$ cat config.mk
export PLATFORM = sky130hd
export DESIGN_NAME = dpk_engine
export DESIGN_NICKNAME = d
export VERILOG_FILES = /design/src/rtl/dpk_pkg.sv /design/src/rtl/dpk_nibble_map.sv /design/src/rtl/dpk_sign_norm.sv /design/src/rtl/dpk_src_hold.sv /design/src/rtl/dpk_engine.sv
export SDC_FILE = /design/constraint.sdc
export NUM_CORES = 1
export LEC_CHECK = 0
export CAP_MARGIN = 20
export CORE_ASPECT_RATIO = 1.5
export CORE_MARGIN = 2
export CORE_UTILIZATION = 50
export DETAILED_ROUTE_END_ITERATION = 10
export DONT_BUFFER_PORTS = 1
export PLACE_DENSITY = 0.66
export SYNTH_ARGS = -nofsm -noshare
export SYNTH_HDL_FRONTEND = slang
export SYNTH_SLANG_ARGS = --single-unit
$ cat constraint.sdc
create_clock -name clk -period 7.8 [get_ports clk]
set_input_delay 1.17 -clock clk [delete_from_list [all_inputs] [get_ports clk]]
set_output_delay 1.17 -clock clk [all_outputs]
set_load 0.02 [all_outputs]
$ cat src/rtl/dpk_pkg.sv
package dpk_pkg;

    typedef enum logic [2:0] {
        S_IDLE     = 3'd0,
        S_PICK_LO  = 3'd1,
        S_FETCH_LO = 3'd2,
        S_PICK_HI  = 3'd3,
        S_FETCH_HI = 3'd4,
        S_WRITE    = 3'd5,
        S_DONE     = 3'd6
    } dpk_state_e;

    // What a destination nibble is made of
    typedef enum logic [1:0] {
        NIB_DIGIT = 2'd0,
        NIB_SIGN  = 2'd1,
        NIB_ZONE  = 2'd2
    } dpk_nib_e;

    localparam logic [3:0] BCD_MAX = 4'd9;

endpackage

$ cat src/rtl/dpk_nibble_map.sv
// Locates the source nibble that feeds one half of a destination byte.
module dpk_nibble_map #(
    parameter int LEN_W = 4
) (
    input  logic                  unpack_i,
    input  logic [LEN_W-1:0]      out_idx_i,
    input  logic                  hi_half_i,
    output dpk_pkg::dpk_nib_e     kind_o,
    output logic [LEN_W:0]        src_byte_o,
    output logic                  src_hi_o
);
    import dpk_pkg::*;

    localparam logic [LEN_W:0] ONE = {{LEN_W{1'b0}}, 1'b1};

    logic [LEN_W:0] j_ext;
    logic [LEN_W:0] j_dbl;
    logic [LEN_W:0] j_inc;
    logic           j_zero;

    assign j_ext  = {1'b0, out_idx_i};
    assign j_dbl  = {out_idx_i, 1'b0};
    assign j_inc  = j_ext + ONE;
    assign j_zero = (out_idx_i == '0);

    always_comb begin
        kind_o     = NIB_DIGIT;
        src_byte_o = '0;
        src_hi_o   = 1'b0;
        if (!unpack_i) begin
            // zoned source: digit k lives in low nibble of byte k
            if (!hi_half_i) begin
                if (j_zero) begin
                    kind_o   = NIB_SIGN;
                    src_hi_o = 1'b1;
                end else begin
                    src_byte_o = j_dbl - ONE;
                end
            end else begin
                src_byte_o = j_dbl;
            end
        end else begin
            // packed source: two digits per byte, sign in byte 0 low
            if (!hi_half_i) begin
                if (j_zero) begin
                    src_hi_o = 1'b1;
                end else if (out_idx_i[0]) begin
                    src_byte_o = j_inc >> 1;
                end else begin
                    src_byte_o = j_ext >> 1;
                    src_hi_o   = 1'b1;
                end
            end else begin
                if (j_zero) begin
                    kind_o = NIB_SIGN;
                end else begin
                    kind_o = NIB_ZONE;
                end
            end
        end
    end

endmodule

$ cat src/rtl/dpk_sign_norm.sv
// Decodes any sign nibble and produces the code of the selected convention.
module dpk_sign_norm #(
    parameter logic [3:0] PLUS_STD  = 4'hA,
    parameter logic [3:0] MINUS_STD = 4'hB,
    parameter logic [3:0] PLUS_ALT  = 4'hC,
    parameter logic [3:0] MINUS_ALT = 4'hD
) (
    input  logic [3:0] nib_i,
    input  logic       alt_i,
    output logic       ok_o,
    output logic       neg_o,
    output logic [3:0] code_o
);
    always_comb begin
        ok_o  = 1'b0;
        neg_o = 1'b0;
        unique case (nib_i)
            4'hB, 4'hD: begin
                ok_o  = 1'b1;
                neg_o = 1'b1;
            end
            4'hA, 4'hC, 4'hE, 4'hF: ok_o = 1'b1;
            default: ;
        endcase
        if (alt_i) begin
            code_o = neg_o ? MINUS_ALT : PLUS_ALT;
        end else begin
            code_o = neg_o ? MINUS_STD : PLUS_STD;
        end
    end

endmodule

$ cat src/rtl/dpk_src_hold.sv
// Single-entry holding register for the most recently fetched source byte.
module dpk_src_hold #(
    parameter int LEN_W = 4
) (
    input  logic           clk,
    input  logic           rst_n,
    input  logic           clr_i,
    input  logic           load_i,
    input  logic [LEN_W:0] load_idx_i,
    input  logic [7:0]     load_byte_i,
    input  logic [LEN_W:0] look_idx_i,
    output logic           hit_o,
    output logic [7:0]     byte_o
);
    logic           vld_q;
    logic [LEN_W:0] idx_q;
    logic [7:0]     byte_q;

    always_ff @(posedge clk or negedge rst_n) begin
        if (!rst_n) begin
            vld_q  <= 1'b0;
            idx_q  <= '0;
            byte_q <= '0;
        end else if (clr_i) begin
            vld_q <= 1'b0;
        end else if (load_i) begin
            vld_q  <= 1'b1;
            idx_q  <= load_idx_i;
            byte_q <= load_byte_i;
        end
    end

    assign hit_o  = vld_q && (idx_q == look_idx_i);
    assign byte_o = byte_q;

endmodule

$ cat src/rtl/dpk_engine.sv
// Byte-serial zoned <-> packed decimal converter.
module dpk_engine #(
    parameter int         LEN_W     = 4,
    parameter logic [3:0] ZONE_STD  = 4'h3,
    parameter logic [3:0] ZONE_ALT  = 4'hF,
    parameter logic [3:0] PLUS_STD  = 4'hA,
    parameter logic [3:0] MINUS_STD = 4'hB,
    parameter logic [3:0] PLUS_ALT  = 4'hC,
    parameter logic [3:0] MINUS_ALT = 4'hD
) (
    input  logic             clk,
    input  logic             rst_n,
    input  logic             start_i,
    input  logic             unpack_i,
    input  logic             alt_mode_i,
    input  logic [LEN_W-1:0] src_len_i,
    input  logic [LEN_W-1:0] dst_len_i,
    output logic             rd_req_o,
    output logic [LEN_W-1:0] rd_idx_o,
    input  logic             rd_ack_i,
    input  logic [7:0]       rd_data_i,
    output logic             wr_req_o,
    output logic [LEN_W-1:0] wr_idx_o,
    output logic [7:0]       wr_data_o,
    input  logic             wr_ack_i,
    output logic             busy_o,
    output logic             done_o,
    output logic             sign_ok_o,
    output logic             sign_neg_o,
    output logic             data_err_o
);
    import dpk_pkg::*;

    localparam int IX_W = LEN_W + 1;

    dpk_state_e       state_q, state_d;
    logic             unpack_q, alt_q;
    logic [LEN_W-1:0] slen_q, dlen_q, j_q;
    logic [3:0]       lo_q, hi_q;
    logic             err_q, sok_q, sneg_q;

    logic             accept;
    logic             hi_half;
    logic             fetching;
    dpk_nib_e         map_kind;
    logic [IX_W-1:0]  map_byte;
    logic             map_hi;
    logic             in_range;
    logic             hold_hit;
    logic [7:0]       hold_byte;
    logic [3:0]       nib_sel;
    logic             sg_ok, sg_neg;
    logic [3:0]       sg_code;
    logic             need_fetch;
    logic [3:0]       pick_val;
    logic             digit_bad;
    logic             picking;
    logic             last_out;

    assign accept   = (state_q == S_IDLE) && start_i;
    assign hi_half  = (state_q == S_PICK_HI) || (state_q == S_FETCH_HI);
    assign fetching = (state_q == S_FETCH_LO) || (state_q == S_FETCH_HI);
    assign last_out = (j_q == dlen_q);

    dpk_nibble_map #(.LEN_W(LEN_W)) u_map (
        .unpack_i  (unpack_q),
        .out_idx_i (j_q),
        .hi_half_i (hi_half),
        .kind_o    (map_kind),
        .src_byte_o(map_byte),
        .src_hi_o  (map_hi)
    );

    dpk_src_hold #(.LEN_W(LEN_W)) u_hold (
        .clk        (clk),
        .rst_n      (rst_n),
        .clr_i      (accept),
        .load_i     (fetching && rd_ack_i),
        .load_idx_i (map_byte),
        .load_byte_i(rd_data_i),
        .look_idx_i (map_byte),
        .hit_o      (hold_hit),
        .byte_o     (hold_byte)
    );

    assign nib_sel  = map_hi ? hold_byte[7:4] : hold_byte[3:0];
    assign in_range = (map_byte <= {1'b0, slen_q});

    dpk_sign_norm #(
        .PLUS_STD (PLUS_STD),
        .MINUS_STD(MINUS_STD),
        .PLUS_ALT (PLUS_ALT),
        .MINUS_ALT(MINUS_ALT)
    ) u_sign (
        .nib_i (nib_sel),
        .alt_i (alt_q),
        .ok_o  (sg_ok),
        .neg_o (sg_neg),
        .code_o(sg_code)
    );

    // Resolve the nibble for the current half
    always_comb begin
        need_fetch = 1'b0;
        pick_val   = 4'd0;
        digit_bad  = 1'b0;
        unique case (map_kind)
            NIB_ZONE: pick_val = alt_q ? ZONE_ALT : ZONE_STD;
            NIB_SIGN: begin
                need_fetch = !hold_hit;
                pick_val   = sg_code;
            end
            default: begin
                if (in_range) begin
                    need_fetch = !hold_hit;
                    pick_val   = nib_sel;
                    digit_bad  = (nib_sel > BCD_MAX);
                end
            end
        endcase
    end

    assign picking = ((state_q == S_PICK_LO) || (state_q == S_PICK_HI)) && !need_fetch;

    // State register
    always_ff @(posedge clk or negedge rst_n) begin
        if (!rst_n) begin
            state_q <= S_IDLE;
        end else begin
            state_q <= state_d;
        end
    end

    // Next-state logic
    always_comb begin
        state_d = state_q;
        unique case (state_q)
            S_IDLE:     if (start_i) state_d = S_PICK_LO;
            S_PICK_LO:  state_d = need_fetch ? S_FETCH_LO : S_PICK_HI;
            S_FETCH_LO: if (rd_ack_i) state_d = S_PICK_LO;
            S_PICK_HI:  state_d = need_fetch ? S_FETCH_HI : S_WRITE;
            S_FETCH_HI: if (rd_ack_i) state_d = S_PICK_HI;
            S_WRITE:    if (wr_ack_i) state_d = last_out ? S_DONE : S_PICK_LO;
            S_DONE:     state_d = S_IDLE;
            default:    state_d = S_IDLE;
        endcase
    end

    // Outputs
    always_comb begin
        rd_req_o   = fetching;
        rd_idx_o   = map_byte[LEN_W-1:0];
        wr_req_o   = (state_q == S_WRITE);
        wr_idx_o   = j_q;
        wr_data_o  = {hi_q, lo_q};
        busy_o     = (state_q != S_IDLE);
        done_o     = (state_q == S_DONE);
        sign_ok_o  = sok_q;
        sign_neg_o = sneg_q;
        data_err_o = err_q;
    end

    // Datapath registers
    always_ff @(posedge clk or negedge rst_n) begin
        if (!rst_n) begin
            unpack_q <= 1'b0;
            alt_q    <= 1'b0;
            slen_q   <= '0;
            dlen_q   <= '0;
            j_q      <= '0;
            lo_q     <= '0;
            hi_q     <= '0;
            err_q    <= 1'b0;
            sok_q    <= 1'b0;
            sneg_q   <= 1'b0;
        end else if (accept) begin
            unpack_q <= unpack_i;
            alt_q    <= alt_mode_i;
            slen_q   <= src_len_i;
            dlen_q   <= dst_len_i;
            j_q      <= '0;
            err_q    <= 1'b0;
            sok_q    <= 1'b0;
            sneg_q   <= 1'b0;
        end else begin
            if (picking && (state_q == S_PICK_LO)) lo_q <= pick_val;
            if (picking && (state_q == S_PICK_HI)) hi_q <= pick_val;
            if (picking && digit_bad) err_q <= 1'b1;
            if (picking && (map_kind == NIB_SIGN)) begin
                sok_q  <= sg_ok;
                sneg_q <= sg_neg;
                if (!sg_ok) err_q <= 1'b1;
            end
            if ((state_q == S_WRITE) && wr_ack_i && !last_out) j_q <= j_q + 1'b1;
        end
    end

endmodule

==> impl_metrics.ini <==
[final_layout]
antenna_cells = 0
drive_above_1_share_pct = 13.3
syn2layout_area_growth_pct = 4.16
final_nets = 309
fin_area_um2 = 2850
nFillCells = 508
final_cells = 348
fin_util_pct = 53.1

[global_routing]
grt_pass1_vias = 1996
grt-ovfl-total = 0
grt_pass1_wl_um = 9740
antenna_found_initial = 0
grt_max_degree = 43
grt_usage_pct = 20.8

[drt]
vias_per_cell = 5.80
totalWireLength_um = 5980
drt_first_pass_iters = 6
dr_total_vias = 2017
wl_per_cell_um = 17.2
ant_nets = 0
route.detailed.drc = 0
drt_iter0_drc = 110

[floorplan]
die_w_um = 64.4
core_um2 = 5370
die_h_um = 94.6
row_count = 33
ios = 46
design.die.area_um2 = 6090
start_util_pct = 51.0

[synth]
yosysSeqAreaShare_pct = 38.4
ys_ff_latch = 42
syn_area_per_cell_um2 = 9.40
yosysTopAreaCellShare_pct = 38.4
syn_nets = 323
synth_edf_count = 0
synth_warnings = 0
yosys-top-cells-count = dfrtp_1, nand2_1, nor2_1, mux2_2, inv_1
synth_area_leaders = dfrtp_1, mux2_2, nand2_1, ha_1, mux2i_1
syn-instance-count = 291
async_flop_share_pct = 100
synth_ff_type = dfrtp_1
syn-cell-area_um2 = 2740
synth.largest_area_cell = dfrtp_1
synth.most_common_cell = dfrtp_1
synth_cell_types = 60

[clock_network]
clock_path_buffers = 2
cts_tree = done
post_cts_resized = 0
cts_setup_buffers = 0
root_buffer = clkbuf_8
cts_sinks = 42
htree_levels = 2
cts.clk_slew.worst_paths_ns = 0.09
hold_buffers = 0
clk_latency_ns = 0.29
cts_inserted_buffers = 5

[timing]
rsz0062_at_grt = no
fin_ws_ns = 3.30
layout_worst_path_cycle_share_pct = 57.7
hold_viol = 0
fin_tns_setup_ns = 0
setup_viol = 0
skew_ns = 0.00888
slew_headroom_pct = 42.8
max_freq_ghz = 0.222
fin_crit_ns = 4.50
tightest_slew_ns = 0.851
maxSlewViolCount = 0

[power]
power_density_nw_per_um2 = 502
p_leak_nw = 1.27
ir_worst_vdd_mv = 0.237

[worst_setup_path]
cp-end-kind = flip-flop
critPathMaxFanout = 12
critPathKind = flip-flop to flip-flop
cp_data_arrival_time_ns = 4.68
required_ns = 7.98
crit_path_start_kind = flip-flop

[flow_run]
maxCapViolCount = 0

[status]
status = completed

[place]
place_ws_ns = 3.31
routabilityCongestion = 0.875
place_hpwl_um = 4460
place_inst = 340
io_buffers = 0
place_area_um2 = 2710

[worst_hold_path]
hold_class = flip-flop to flip-flop
==> registers in the layout, summed over array words and instances, names as in the netlist <==
register	cells
unpack_q	1
u_hold.byte_o	8
u_hold.idx_q	5
data_err_o	1
slen_q	4
sign_neg_o	1
wr_idx_o	4
lo_q	4
u_hold.vld_q	1
sign_ok_o	1
state_q	3
dlen_q	4
alt_q	1
hi_q	4
==> metrics by stage <==
stage,total power [mW],hold slack (ns)
floorplan,1.08,0.443
global placement,1.20,0.463
detailed placement,1.22,0.472
CTS,1.43,0.490
global route,1.54,0.508
finish,1.43,0.487
==> critical path: stages (launching register included) <==
cell,delay (ns)
dfrtp_1,0.59
inv_1,0.19
ha_1,0.25
or3b_2,0.55
nand2_1,0.10
nor3_1,0.05
a211oi_1,0.54
inv_1,0.28
ha_1,0.36
o211ai_1,0.09
o2bb2ai_1,0.15
nand3_1,0.29
and3b_1,0.29
a31oi_2,0.27
mux2_2,0.38
==> kinds of logic (layout without fill, tap and decap cells) <==
kind of cell	after synthesis	in the layout	share of synthesized area (%)
compound gates	60	60	17.4
xor+xnor	11	11	3.52
simple gates	106	106	19.8
flops	42	42	38.4
mux	26	26	10.3
buf+inv	37	24	6.45
fa+ha+maj	9	9	4.12
==> report_power, final <==
part	internal, mW	switching (mW)	leakage, nW
Sequential	0.312	0.134	0.530
Clock	0.137	0.0761	0.0714
Combinational	0.319	0.452	0.673
==> final timing paths <==
| check | startpoint | to | slack [ns] | cells past startpoint |
|---|---|---|---|---|
| min | u_hold.vld_q$_DFFE_PN0P_ | u_hold.vld_q$_DFFE_PN0P_ | 0.49 | 1 |
| min reg2reg | u_hold.vld_q$_DFFE_PN0P_ | u_hold.vld_q$_DFFE_PN0P_ | 0.49 | 1 |
| max in group asynchronous | rst_n | state_q[1]$_DFFE_PN0P_ | 7.14 | 0 |
| max reg2reg | wr_idx_o[0]$_DFFE_PN0P_ | lo_q[2]$_DFFE_PN0P_ | 3.30 | 14 |
| max | wr_idx_o[0]$_DFFE_PN0P_ | lo_q[2]$_DFFE_PN0P_ | 3.30 | 14 |
| min in group asynchronous | rst_n | lo_q[0]$_DFFE_PN0P_ | 0.56 | 0 |
==> routing by layer <==
metal | part of all wire [%] | vias up | track usage (%)
met4 | 1.1 | 0 | 5.85
li1 | - | 1000 | -
met1 | 40 | 973 | 24.1
met5 | 0 | - | 0
met3 | 3.9 | 6 | 2.98
met2 | 55 | 38 | 39.4
==> cells in the final DEF, fill, tap and decap left out, drive strengths merged, types with 2 or more instances in the layout <==
| master | count |
|---|---|
| dfrtp | 42 |
| nand2 | 39 |
| nor2 | 20 |
| mux2 | 18 |
| inv | 16 |
| o21ai | 12 |
| a21oi | 9 |
| ha | 9 |
| xnor2 | 8 |
| mux2i | 8 |
| nand3 | 7 |
| clkbuf | 6 |
| nand2b | 5 |
| nor2b | 5 |
| nor3 | 5 |
| o211ai | 4 |
| a31oi | 4 |
| o31ai | 4 |
| xor2 | 3 |
| and2 | 3 |
| and3 | 3 |
| or3 | 3 |
| o22ai | 3 |
| a211oi | 3 |
| nor3b | 3 |
| a21boi | 2 |
| nor4b | 2 |
| nor4 | 2 |
| nand4 | 2 |
| a21o | 2 |
| o2111a | 2 |
| o32ai | 2 |
| bufinv | 2 |
| and3b | 2 |
| a221oi | 2 |
==> cell type report <==
type                       instances  area, um^2  share of cell area [%]
multi-input combinational        212        1510                    52.9
sequential                        42        1050                    36.9
tap                               70        87.6                    3.07
clock buffer                       6        82.6                    2.90
clock inverter                     2        60.1                    2.11
inverter                          16        60.1                    2.11
Note: power is estimated with default switching activity, not from simulation.
